File: src/rtl/btn_debounce.sv
module btn_debounce #(
  parameter int HOLD = 4
) (
  input  logic clk,
  input  logic rst_n,
  input  logic btn_n,
  output logic pressed
);
  localparam int CW = (HOLD < 2) ? 1 : $clog2(HOLD);

  logic          act;
  logic [CW-1:0] run;
  logic          last;

  assign act  = ~btn_n;
  assign last = (run == CW'(HOLD - 1));

  always_ff @(posedge clk) begin
    if (!rst_n) begin
      pressed <= 1'b0;
      run     <= '0;
    end else if (act) begin
      pressed <= 1'b1;
      run     <= '0;
    end else if (pressed) begin
      if (last) begin
        pressed <= 1'b0;
        run     <= '0;
      end else begin
        run <= run + 1'b1;
      end
    end
  end


  reset_clear_chk: assert property (@(posedge clk) !rst_n |=> (!pressed && run == '0));

  press_rise_chk: assert property (@(posedge clk) disable iff (!rst_n) !btn_n |=> pressed);

  run_restart_chk: assert property (@(posedge clk) disable iff (!rst_n) !btn_n |=> run == '0);

  idle_stay_chk: assert property (@(posedge clk) disable iff (!rst_n) (!pressed && btn_n) |=> !pressed);

  fall_only_full_chk: assert property (@(posedge clk) disable iff (!rst_n)
    (pressed && !(btn_n && last)) |=> pressed);
endmodule

File: config.mk
export PLATFORM = sky130hd
export DESIGN_NAME = btn_debounce
export DESIGN_NICKNAME = d
export VERILOG_FILES = /design/src/rtl/btn_debounce.sv
export SDC_FILE = /design/constraint.sdc
export NUM_CORES = 1
export LEC_CHECK = 0
export BUFFER_PORTS_ARGS = -buffer_cell sky130_fd_sc_hd__buf_2
export CORE_AREA = 2 2 39 41
export DETAILED_ROUTE_END_ITERATION = 10
export DIE_AREA = 0 0 41 43
export GPL_TIMING_DRIVEN = 0
export HOLD_SLACK_MARGIN = 0.08
export SKIP_CTS_REPAIR_TIMING = 1
export SLEW_MARGIN = 20
export SYNTH_ARGS = -nofsm -noshare
export SYNTH_HDL_FRONTEND = slang
export SYNTH_SLANG_ARGS = --single-unit
File: constraint.sdc
create_clock -name clk -period 1.14 [get_ports clk]
set_input_delay 0 -clock clk [delete_from_list [all_inputs] [get_ports clk]]
set_output_delay 0 -clock clk [all_outputs]
set_load 0.01 [all_outputs]
### Word-level counts from Yosys, hierarchy flattened

Cells that the tools add are included.

* memories: 0
* ROM bits: 0
* word-level logic and storage cells: 9
* register bits: 3
* bits in latches: 0
* bits in writable memories: 0
* output and inout bits: 1
* bits of input ports: 3

* multiply operators: 0
* bitwise logic cells: 0
* eq/ne operators: 1
* reduce and logical (&&, ||, !) cells: 1
* $add $sub $neg: 1
* magnitude comparators: 0
* muxes and demuxes: 4
* shift-type cells: 0
* divide/modulo/power cells: 0

Operators with widths (count)
* 1-bit 2-to-1 mux: 3
* 2-bit by 1-bit adder with 2-bit output, second input constant: 1
* 2-bit == test, second input constant: 1
* 2-bit 2-to-1 mux: 1
* 2-bit AND reduction: 1

### Logic depth before layout (Yosys ltp)

Gate-level depths: netlist of the first run.

* depth after elaboration: 4
* depth in mapped cells: 3
* gate-level depth less buffers: 3

### Least setup slack after synthesis of the first run

OpenSTA, ideal clock, no wires.

* path type: reg2reg
* from: reg run[0]
* to: reg run[0]
* library setup time: 70 ps
* slack: 126 ps
* arrival: 944 ps
* data required time: 1070 ps
* period minus slack after synthesis: 1014 ps
* buffers on the path: 0
* cell stages (with the launch flop): 4
* path through: dfxtp_1 -> ha_1 -> or3b_1 -> a21oi_1

* word-level cells in the longest chain between the ends: 2
* elaborated cells on any way between the ends: 3
* those cells by class: add/sub: 1; eq/ne: 1; mux: 1

Ends and longest elaborated chain
* start: declaration: line 12 `logic [CW-1:0] run;`
* start signal: assignment: line 30 `run <= run + 1'b1;`
* 2-bit by 1-bit adder with 2-bit output / 2-bit == test (equally long branches): line 30, 16
* 2-bit 2-to-1 mux (*): line 26 `if (last) begin`

Mark *: on every way between the ends. The rest lies on a longest branch, timed or not.
A chain may end at the register's enable or synchronous reset.

### Worst setup path in the final report of the first run

Ends and elaborated chain as after synthesis.

==> impl_metrics.ini, run 1 <==
[yosys]
post-synth-top-area-fraction_pct = 48.0
yosysUniqueCellTypes = 10
synth_top_family_by_area = simple AND/OR/NAND/NOR gates
ys_warn_count = 0
synthesis.nets = 16
netlist_area_um2 = 125
synth_xor_area_share_pct = 0
synth_area_per_cell_um2 = 10.4
synth_most_common_cell = dfxtp_1
portion_of_netlist_area_occupied_by_mux_cells_pct = 8.00
complex_gate_fraction_of_the_synthesized_area_pct = 10.0
postSynth.asyncResetShare_pct = 0
simple_logic_cell_fraction_of_the_synthesized_area_pct = 24.0
synth_sequential_area_ratio_pct = 48.0
syn_inst = 12
post_synth_fa_ha_maj_area_fraction_pct = 10.0
yosys-top-cells-area = dfxtp_1 (48%), ha_1 (10%), mux2i_1 (8.0%), or3b_1 (7.0%), a21boi_0 (6.0%)
synthFlopType = dfxtp_1
cell_type_with_the_largest_total_area_after_synthesis = dfxtp_1
synth_enable_flop_cells = 0
synth-seq-cells = 3

[floorplanning]
initial_utilization_pct = 9.04
boundaryPins = 4
die-height_um = 43
chipWidth_um = 41
floorplan.core_area_um2 = 1380
die_area_um2 = 1760
placement_rows = 14

[worst_setup_path]
criticalPathCategory = flop to flop
timing.critical_path.fanout_max = 3
critical_path.cell_chain = ha_1 > or3b_1 > a21oi_1
worstSetupStartpointType = flop
timing.critical_path.arrival_ps = 1250
slowest_delay_ps = 350
nature_of_the_critical_path_endpoint = flop
worst_path_max_delay_cell = or3b_1
critical_path_required_ps = 1300

[place]
io_buffers = 3
place.gp.congestion = 0.639
placement.cell_area_um2 = 160
estimated_wirelength_of_the_detail_placed_design_um = 166

[final_layout]
nNetsFinal = 26
layout.cell_area.non_filler_um2 = 206
syn_to_final_growth_pct = 65.0
diodes = 0
utilization_pct = 14.9
drive_above_1_share_pct = 28.6

[global_routing]
total_congestion_overflow_after_global_routing = 0
initial_antenna_violation_count = 0
grt_max_degree = 6
grt_first_pass_wirelength_um = 351
via_count_of_the_first_global_routing_pass = 97
groute.usage.overall_pct = 3.71

[sta]
grt_setup_unrepaired = false
hold_viol_final = 0
clock_skew_ps = 2.07
setup_violations = 0
setup_tns_ps = 0
worst_case_headroom_to_the_max_slew_limit_pct = 92.1
timing_worst_slew_pin_value_ps = 115
final_max_slew_viol_count = 0
period_minus_slack_ps = 1090
layout_worst_path_cycle_share_pct = 95.9
fmaxAchievable_mhz = 915

[clocking]
cts_sinks = 3
cts_root_buf = clkbuf_4
worst_skew_pair.late_latency_ps = 230
cts_tree = yes
worst_setup_hold_path_clk_slew_ps = 40
cts_htree_levels = 1
numCtsBuffers = 3
clock_path_buffers = 2

[routing]
route.detailed.wl_per_inst_um = 6.73
drt_first_pass_iters = 2
avgViaCountPerCell = 2.89
route.antenna.remaining_nets = 0
detailroute.via_count = 107
drt-total-wl_um = 249
drc_errors = 0
dr.first_iter.drc_count = 1

[power]
power_per_cell_area_nw_per_um2 = 1570
leakage_power_summed_over_all_cells_nw = 0.0911
sw_frac_of_total_pct = 20.7
power.combinational.fraction_pct = 7.7
intPower_mw = 0.257
clock_power_share_pct = 57.1
power.switching_mw = 0.0671
seq_power_share_pct = 35.2
worst_ir_drop_vdd_mv = 0.463

[outcome]
status = completed

[job]
max_cap_viol_count = 0

[min_path]
hp-class = flop to flop
==> registers in the layout, summed over array words and instances, names as in the netlist <==
name,count
run,2
pressed,1
==> per-layer routing <==
metal  part of all wire [%]  vias up  track usage (%)
met5                      0        -                0
met4                      0        0             8.00
met3                    2.4        0             1.57
met2                     54        1             3.75
met1                     44       46             3.21
li1                       -       60                -
==> power groups by stage <==
stage               logic [mW]  clock network (mW)  registers (mW)
floorplan               0.0105                   0           0.116
global placement        0.0189                   0           0.115
detailed placement      0.0194                   0           0.116
CTS                     0.0197               0.198           0.114
global route            0.0275               0.208           0.115
finish                  0.0249               0.185           0.114
==> metrics by stage <==
step                      power (mW)  std cells  worst slack, ps  hold slack [ps]
after floorplan                0.127         12              126              106
after global placement         0.134         31             83.0              211
after detailed placement       0.135         31             61.7              211
after CTS                      0.332         35             46.8            -39.6
after global routing           0.350         37             12.0              498
final                          0.324         37             47.1              492
==> worst max-delay path, delay by kind of cell (launching register included) <==
kind	cells	cell delay, ps
simple gates	1	350
compound gates	1	150
fa+ha+maj	1	210
flops	1	320
==> cell type report <==
class | instances | area, um^2
multi-input cells | 9 | 65.1
flip-flops and latches | 3 | 60.1
well taps | 16 | 20.0
repair buffers | 5 | 35.0
clock buffers | 4 | 26.3
fillers | 155 | 1180
==> worst paths after layout <==
kind / startpoint / end / slack, ps / cells after the start
min reg2reg: run[0] / run[0] / 490 / 2
max: run[0] / run[0] / 50 / 3
max reg2reg: run[0] / run[0] / 50 / 3
min: run[0] / run[0] / 490 / 2
==> cell families (layout without fill, tap and decap cells) <==
group | after synthesis | after routing
DFF | 3 | 3
and+or+nand+nor | 5 | 5
buffers and inverters | 0 | 9
muxes | 1 | 1
adders and majority gates | 1 | 1
AOI/OAI and AO/OA | 2 | 2
==> placed cells by master, fill, tap and decap left out, drive strengths merged <==
cell / n
or3b: 1
clkbuf: 4
or2b: 1
buf: 3
nand2: 1
dlygate4sd3: 2
nand2b: 1
ha: 1
nor2: 1
mux2i: 1
a21oi: 1
dfxtp: 3
a21boi: 1
(Power assumes the default switching activity.)
==> run 2, diff against run 1 <==
--- a/config.mk
+++ b/config.mk
@@ -6,11 +6,15 @@
 export NUM_CORES = 1
 export LEC_CHECK = 0
 export BUFFER_PORTS_ARGS = -buffer_cell sky130_fd_sc_hd__buf_2
+export CELL_PAD_IN_SITES_DETAIL_PLACEMENT = 0
+export CELL_PAD_IN_SITES_GLOBAL_PLACEMENT = 1
 export CORE_AREA = 2 2 39 41
+export CTS_CLUSTER_DIAMETER = 100
 export DETAILED_ROUTE_END_ITERATION = 10
 export DIE_AREA = 0 0 41 43
 export GPL_TIMING_DRIVEN = 0
 export HOLD_SLACK_MARGIN = 0.08
+export PLACE_DENSITY_LB_ADDON = 0.1
 export SKIP_CTS_REPAIR_TIMING = 1
 export SLEW_MARGIN = 20
 export SYNTH_ARGS = -nofsm -noshare
==> run 2 against run 1 <==
  * Power is 0.85% lower
  * First-iteration DRC count grew to 5.0 times the previous value
  * Sequential share of layout area stayed put
  * Flip-flop and latch count stayed put
  * Die area stayed put
  * Utilization stayed put
  * Critical path depth stayed put
  * Global-route usage is 0.80 points higher
  * Final cell count stayed put
  * Critical path type unchanged
  * Critical endpoint unchanged
  * Highest routed layer is now met4
==> impl_metrics.ini, run 2 (synthesis gave the netlist of run 1 again) <==
[routing]
drt-total-wl_um = 247
drc_errors = 0
route.detailed.wl_per_inst_um = 6.68
route.antenna.remaining_nets = 0
top_layer_used = met4
dr.first_iter.drc_count = 5
metal_1_wl_um = 119
avgViaCountPerCell = 3.08
met2WireLength_um = 92
wl_met3_um = 27
detailroute.via_count = 114
drt_first_pass_iters = 4

[sta]
layout_worst_path_cycle_share_pct = 94.2
hold_ws_ps = 491
hold_viol_final = 0
final.setup.worst_slack_ps = 65.9
period_minus_slack_ps = 1070
fmaxAchievable_mhz = 931
grt_setup_unrepaired = false
worst_case_headroom_to_the_max_slew_limit_pct = 92.2
timing_worst_slew_pin_value_ps = 113
clock_skew_ps = 1.18
setup_violations = 0
final_max_slew_viol_count = 0
setup_tns_ps = 0

[worst_setup_path]
slowest_delay_ps = 350
rr_startpoint = run[0]
nature_of_the_critical_path_endpoint = flop
worst_path_max_delay_cell = or3b_1
critical_path.cell_chain = ha_1 > or3b_1 > a21oi_1
critical_path_required_ps = 1300
timing.critical_path.fanout_max = 3
setup.worst_path.start = run[0]
criticalPathCategory = flop to flop
timing.critical_path.arrival_ps = 1230
worstSetupStartpointType = flop
ff2ff_setup_slack_ps = 70

[clocking]
worst_setup_hold_path_clk_slew_ps = 30
numCtsBuffers = 3
clock_path_buffers = 2
worst_skew_pair.late_latency_ps = 230
cts_tree = yes
cts_htree_levels = 1
cts_sinks = 3
cts_root_buf = clkbuf_4

[floorplanning]
chipWidth_um = 41
die-height_um = 43
placement_rows = 14
floorplan.core_area_um2 = 1380
initial_utilization_pct = 9.04
die_area_um2 = 1760
boundaryPins = 4

[power]
clock_power_share_pct = 56.8
power.switching_mw = 0.0645
report.power.total_mw = 0.322
seq_power_share_pct = 35.5
intPower_mw = 0.257
sw_frac_of_total_pct = 20.1
power.combinational.fraction_pct = 7.7
leakage_power_summed_over_all_cells_nw = 0.0911
power_per_cell_area_nw_per_um2 = 1560
worst_ir_drop_vdd_mv = 0.487

[place]
io_buffers = 3
post_placement_worst_setup_slack_ps = 79.7
place.gp.congestion = 0.549
dp.cells = 31

[final_layout]
nNetsFinal = 26
drive_above_1_share_pct = 28.6
diodes = 0
largestRegisters = run x2, pressed x1
syn_to_final_growth_pct = 65.0
finish.cell_count_without_fillers = 37
most-common-layout-cells = clkbuf_4 (3), buf_2 (3), dfxtp_1 (3)
registers.top_by_ff_count = run
largest_reg_flops = 2
nFillCells = 158

[min_path]
worst_hold_startpoint = run[0]
hp-class = flop to flop

[global_routing]
via_count_of_the_first_global_routing_pass = 114
groute.usage.overall_pct = 4.51
grt_first_pass_wirelength_um = 407
grt_max_degree = 6
total_congestion_overflow_after_global_routing = 0
initial_antenna_violation_count = 0

[outcome]
status = completed

[job]
max_cap_viol_count = 0
[run 2: per-layer routing]
layer  up-vias  track usage (%)
met5         -                0
met4         0             6.00
met3         2             6.28
met2         4             4.38
met1        48             3.19
li1         60                -
[run 2: layout make-up]
type | count | area, um^2 | share of cell area, %
Multi-Input combinational cell | 9 | 65.1 | 31.5
Sequential cell | 3 | 60.1 | 29.1
Timing Repair Buffer | 5 | 35.0 | 17.0
Clock buffer | 4 | 26.3 | 12.7
Tap cell | 16 | 20.0 | 9.70
[run 2: path summary, 6_finish.rpt]
check / endpoint / cells past startpoint
worst max-delay path: run[0] / 3
worst min-delay path: run[0] / 2
worst max register to register: run[0] / 3
worst min register to register: run[0] / 2
[run 2: metrics by stage]
| stage | area [um^2] | util [%] |
|---|---|---|
| after CTS | 186 | 13.5 |
| after floorplan | 125 | - |
| after detailed placement | 160 | 11.6 |
| after global placement | 160 | 11.6 |
| after global routing | 206 | 14.9 |
| final | 206 | 14.9 |
[run 2: worst max-delay path, delay by kind of cell (launching register included)]
| kind | cells | cell delay [ps] |
|---|---|---|
| flops | 1 | 310 |
| fa+ha+maj | 1 | 200 |
| simple gates | 1 | 350 |
| compound gates | 1 | 140 |
[run 2: power groups by stage]
stage	clock network [mW]	logic, mW	registers, mW
after floorplan	0	0.0105	0.116
after global placement	0	0.0197	0.116
after detailed placement	0	0.0196	0.116
after CTS	0.194	0.0199	0.114
after global routing	0.207	0.0281	0.115
final	0.183	0.0248	0.114
==> run 3, diff against run 2 <==
--- a/config.mk
+++ b/config.mk
@@ -14,7 +14,7 @@
 export DIE_AREA = 0 0 41 43
 export GPL_TIMING_DRIVEN = 0
 export HOLD_SLACK_MARGIN = 0.08
-export PLACE_DENSITY_LB_ADDON = 0.1
+export PLACE_DENSITY = 0.3
 export SKIP_CTS_REPAIR_TIMING = 1
 export SLEW_MARGIN = 20
 export SYNTH_ARGS = -nofsm -noshare
==> run 3 against run 2 <==
  * Fmax up 1.1%
  * Final area up 1.8%
  * First-iteration DRC count down 60%
  * Final cell count unchanged
  * Flip-flop and latch count unchanged
  * Global-route usage down 1.3 points
  * Via count down 2.6%
  * Die area unchanged
  * Clock-buffer cell count unchanged
  * Largest power group unchanged
==> impl_metrics.ini, run 3 (synthesis gave the netlist of run 1 again) <==
[outcome]
status = completed

[global_routing]
grt_first_pass_wirelength_um = 345
grt_max_degree = 6
initial_antenna_violation_count = 0
groute.usage.overall_pct = 3.21
via_count_of_the_first_global_routing_pass = 94
total_congestion_overflow_after_global_routing = 0

[worst_setup_path]
critical_path.cell_chain = ha_1 > or3b_1 > a21oi_2
timing.critical_path.max_delay_family = simple AND/OR/NAND/NOR gates
ff2ff_setup_slack_ps = 80
worst_path_max_delay_cell = or3b_1
rr_startpoint = run[0]
worst-path-buf-inv = 0
path_length_in_cells_of_the_critical_path = 3
reg2regPathDepth = 3
worstSetupStartpointType = flop
criticalPathCategory = flop to flop
reg_to_reg_critical_path_endpoint = run[0]
slowest_delay_ps = 360
nature_of_the_critical_path_endpoint = flop
timing.critical_path.fanout_max = 3
critical_path_required_ps = 1310
timing.critical_path.arrival_ps = 1230

[sta]
layout_worst_path_cycle_share_pct = 93.2
period_minus_slack_ps = 1060
hold_viol_final = 0
timing_worst_slew_pin_value_ps = 114
final.setup.worst_slack_ps = 77.3
worst_case_headroom_to_the_max_slew_limit_pct = 92.2
fmaxAchievable_mhz = 941
setup_violations = 0
grt_setup_unrepaired = false
setup_tns_ps = 0
clock_skew_ps = 4.31
final_max_slew_viol_count = 0

[routing]
top_layer_used = met3
drt-total-wl_um = 212
metal_1_wl_um = 109
drt_first_pass_iters = 2
met2WireLength_um = 72
dr.first_iter.drc_count = 2
wl_met3_um = 30
route.detailed.wl_per_inst_um = 5.73
detailroute.via_count = 111
drc_errors = 0
avgViaCountPerCell = 3.00
route.antenna.remaining_nets = 0

[floorplanning]
placement_rows = 14
die_area_um2 = 1760
floorplan.core_area_um2 = 1380
boundaryPins = 4
chipWidth_um = 41
initial_utilization_pct = 9.04
die-height_um = 43

[power]
power_per_cell_area_nw_per_um2 = 1550
intPower_mw = 0.258
clock_power_share_pct = 57.1
report.power.total_mw = 0.326
seq_power_share_pct = 35.0
sw_frac_of_total_pct = 21.0
leakage_power_summed_over_all_cells_nw = 0.0911
power.switching_mw = 0.0686
power.combinational.fraction_pct = 7.9
worst_ir_drop_vdd_mv = 0.737

[clocking]
cts_htree_levels = 1
cts_sinks = 3
numCtsBuffers = 3
cts_tree = yes
worst_setup_hold_path_clk_slew_ps = 40
worst_skew_pair.late_latency_ps = 230
clock_path_buffers = 2
cts_root_buf = clkbuf_4

[place]
place.gp.congestion = 0.564
post_placement_worst_setup_slack_ps = 65.9
io_buffers = 3

[min_path]
worst_hold_startpoint = run[0]
worstHoldEndpoint = run[0]
worstHoldPathCells = 2
hp-class = flop to flop

[final_layout]
largest_reg_flops = 2
largestRegisters = run x2, pressed x1
diodes = 0
nNetsFinal = 26
syn_to_final_growth_pct = 68.0
nFillCells = 153
most-common-layout-cells = clkbuf_4 (3), buf_2 (3), dfxtp_1 (3)
drive_above_1_share_pct = 33.3
registers.top_by_ff_count = run

[job]
max_cap_viol_count = 0
==> run 3: cell counts in the layout (fill, tap and decap cells not counted) <==
No cell type changed its count.
==> run 3: through the flow <==
stage / instances / hold slack, ps / util, % / cell area (um^2)
floorplan: 12 / 106 / - / 125
CTS: 35 / -29.8 / 13.5 / 186
finish: 37 / 499 / 15.2 / 210
detailed placement: 31 / 212 / 11.6 / 160
global placement: 31 / 203 / 11.6 / 160
global route: 37 / 521 / 15.2 / 210
==> run 3: per-layer routing <==
metal / up-vias / global-route usage, %
met5: - / 0
met4: 0 / 0
met3: 0 / 4.71
met2: 6 / 3.13
met1: 46 / 4.17
li1: 59 / -
==> run 3: worst register-to-register path, cell delays in order, from the launching register on <==
cell	delay, ps
dfxtp_1	310
ha_1	200
or3b_1	360
a21oi_2	120
==> run 3: final cells by class <==
class | count | area [um^2] | share of cell area (%)
clock buffers | 4 | 26.3 | 12.5
well taps | 16 | 20.0 | 9.52
flip-flops and latches | 3 | 60.1 | 28.6
repair buffers | 5 | 35.0 | 16.7
multi-input cells | 9 | 68.8 | 32.7
==> run 3: worst max-delay path by stage <==
stage           start  endpoint
2_1_floorplan  run[0]    run[0]
4_1_cts        run[0]    run[0]
6_report       run[0]    run[0]
3_3_place_gp   run[0]    run[0]
3_5_place_dp   run[0]    run[0]
5_1_grt        run[0]    run[0]
==> run 3: power by group through the flow <==
stage	sequential (mW)	combinational (mW)	clock (mW)
2_1_floorplan	0.116	0.0105	0
3_3_place_gp	0.116	0.0193	0
3_5_place_dp	0.116	0.0197	0
4_1_cts	0.114	0.0198	0.192
5_1_grt	0.114	0.0292	0.203
6_report	0.114	0.0258	0.186
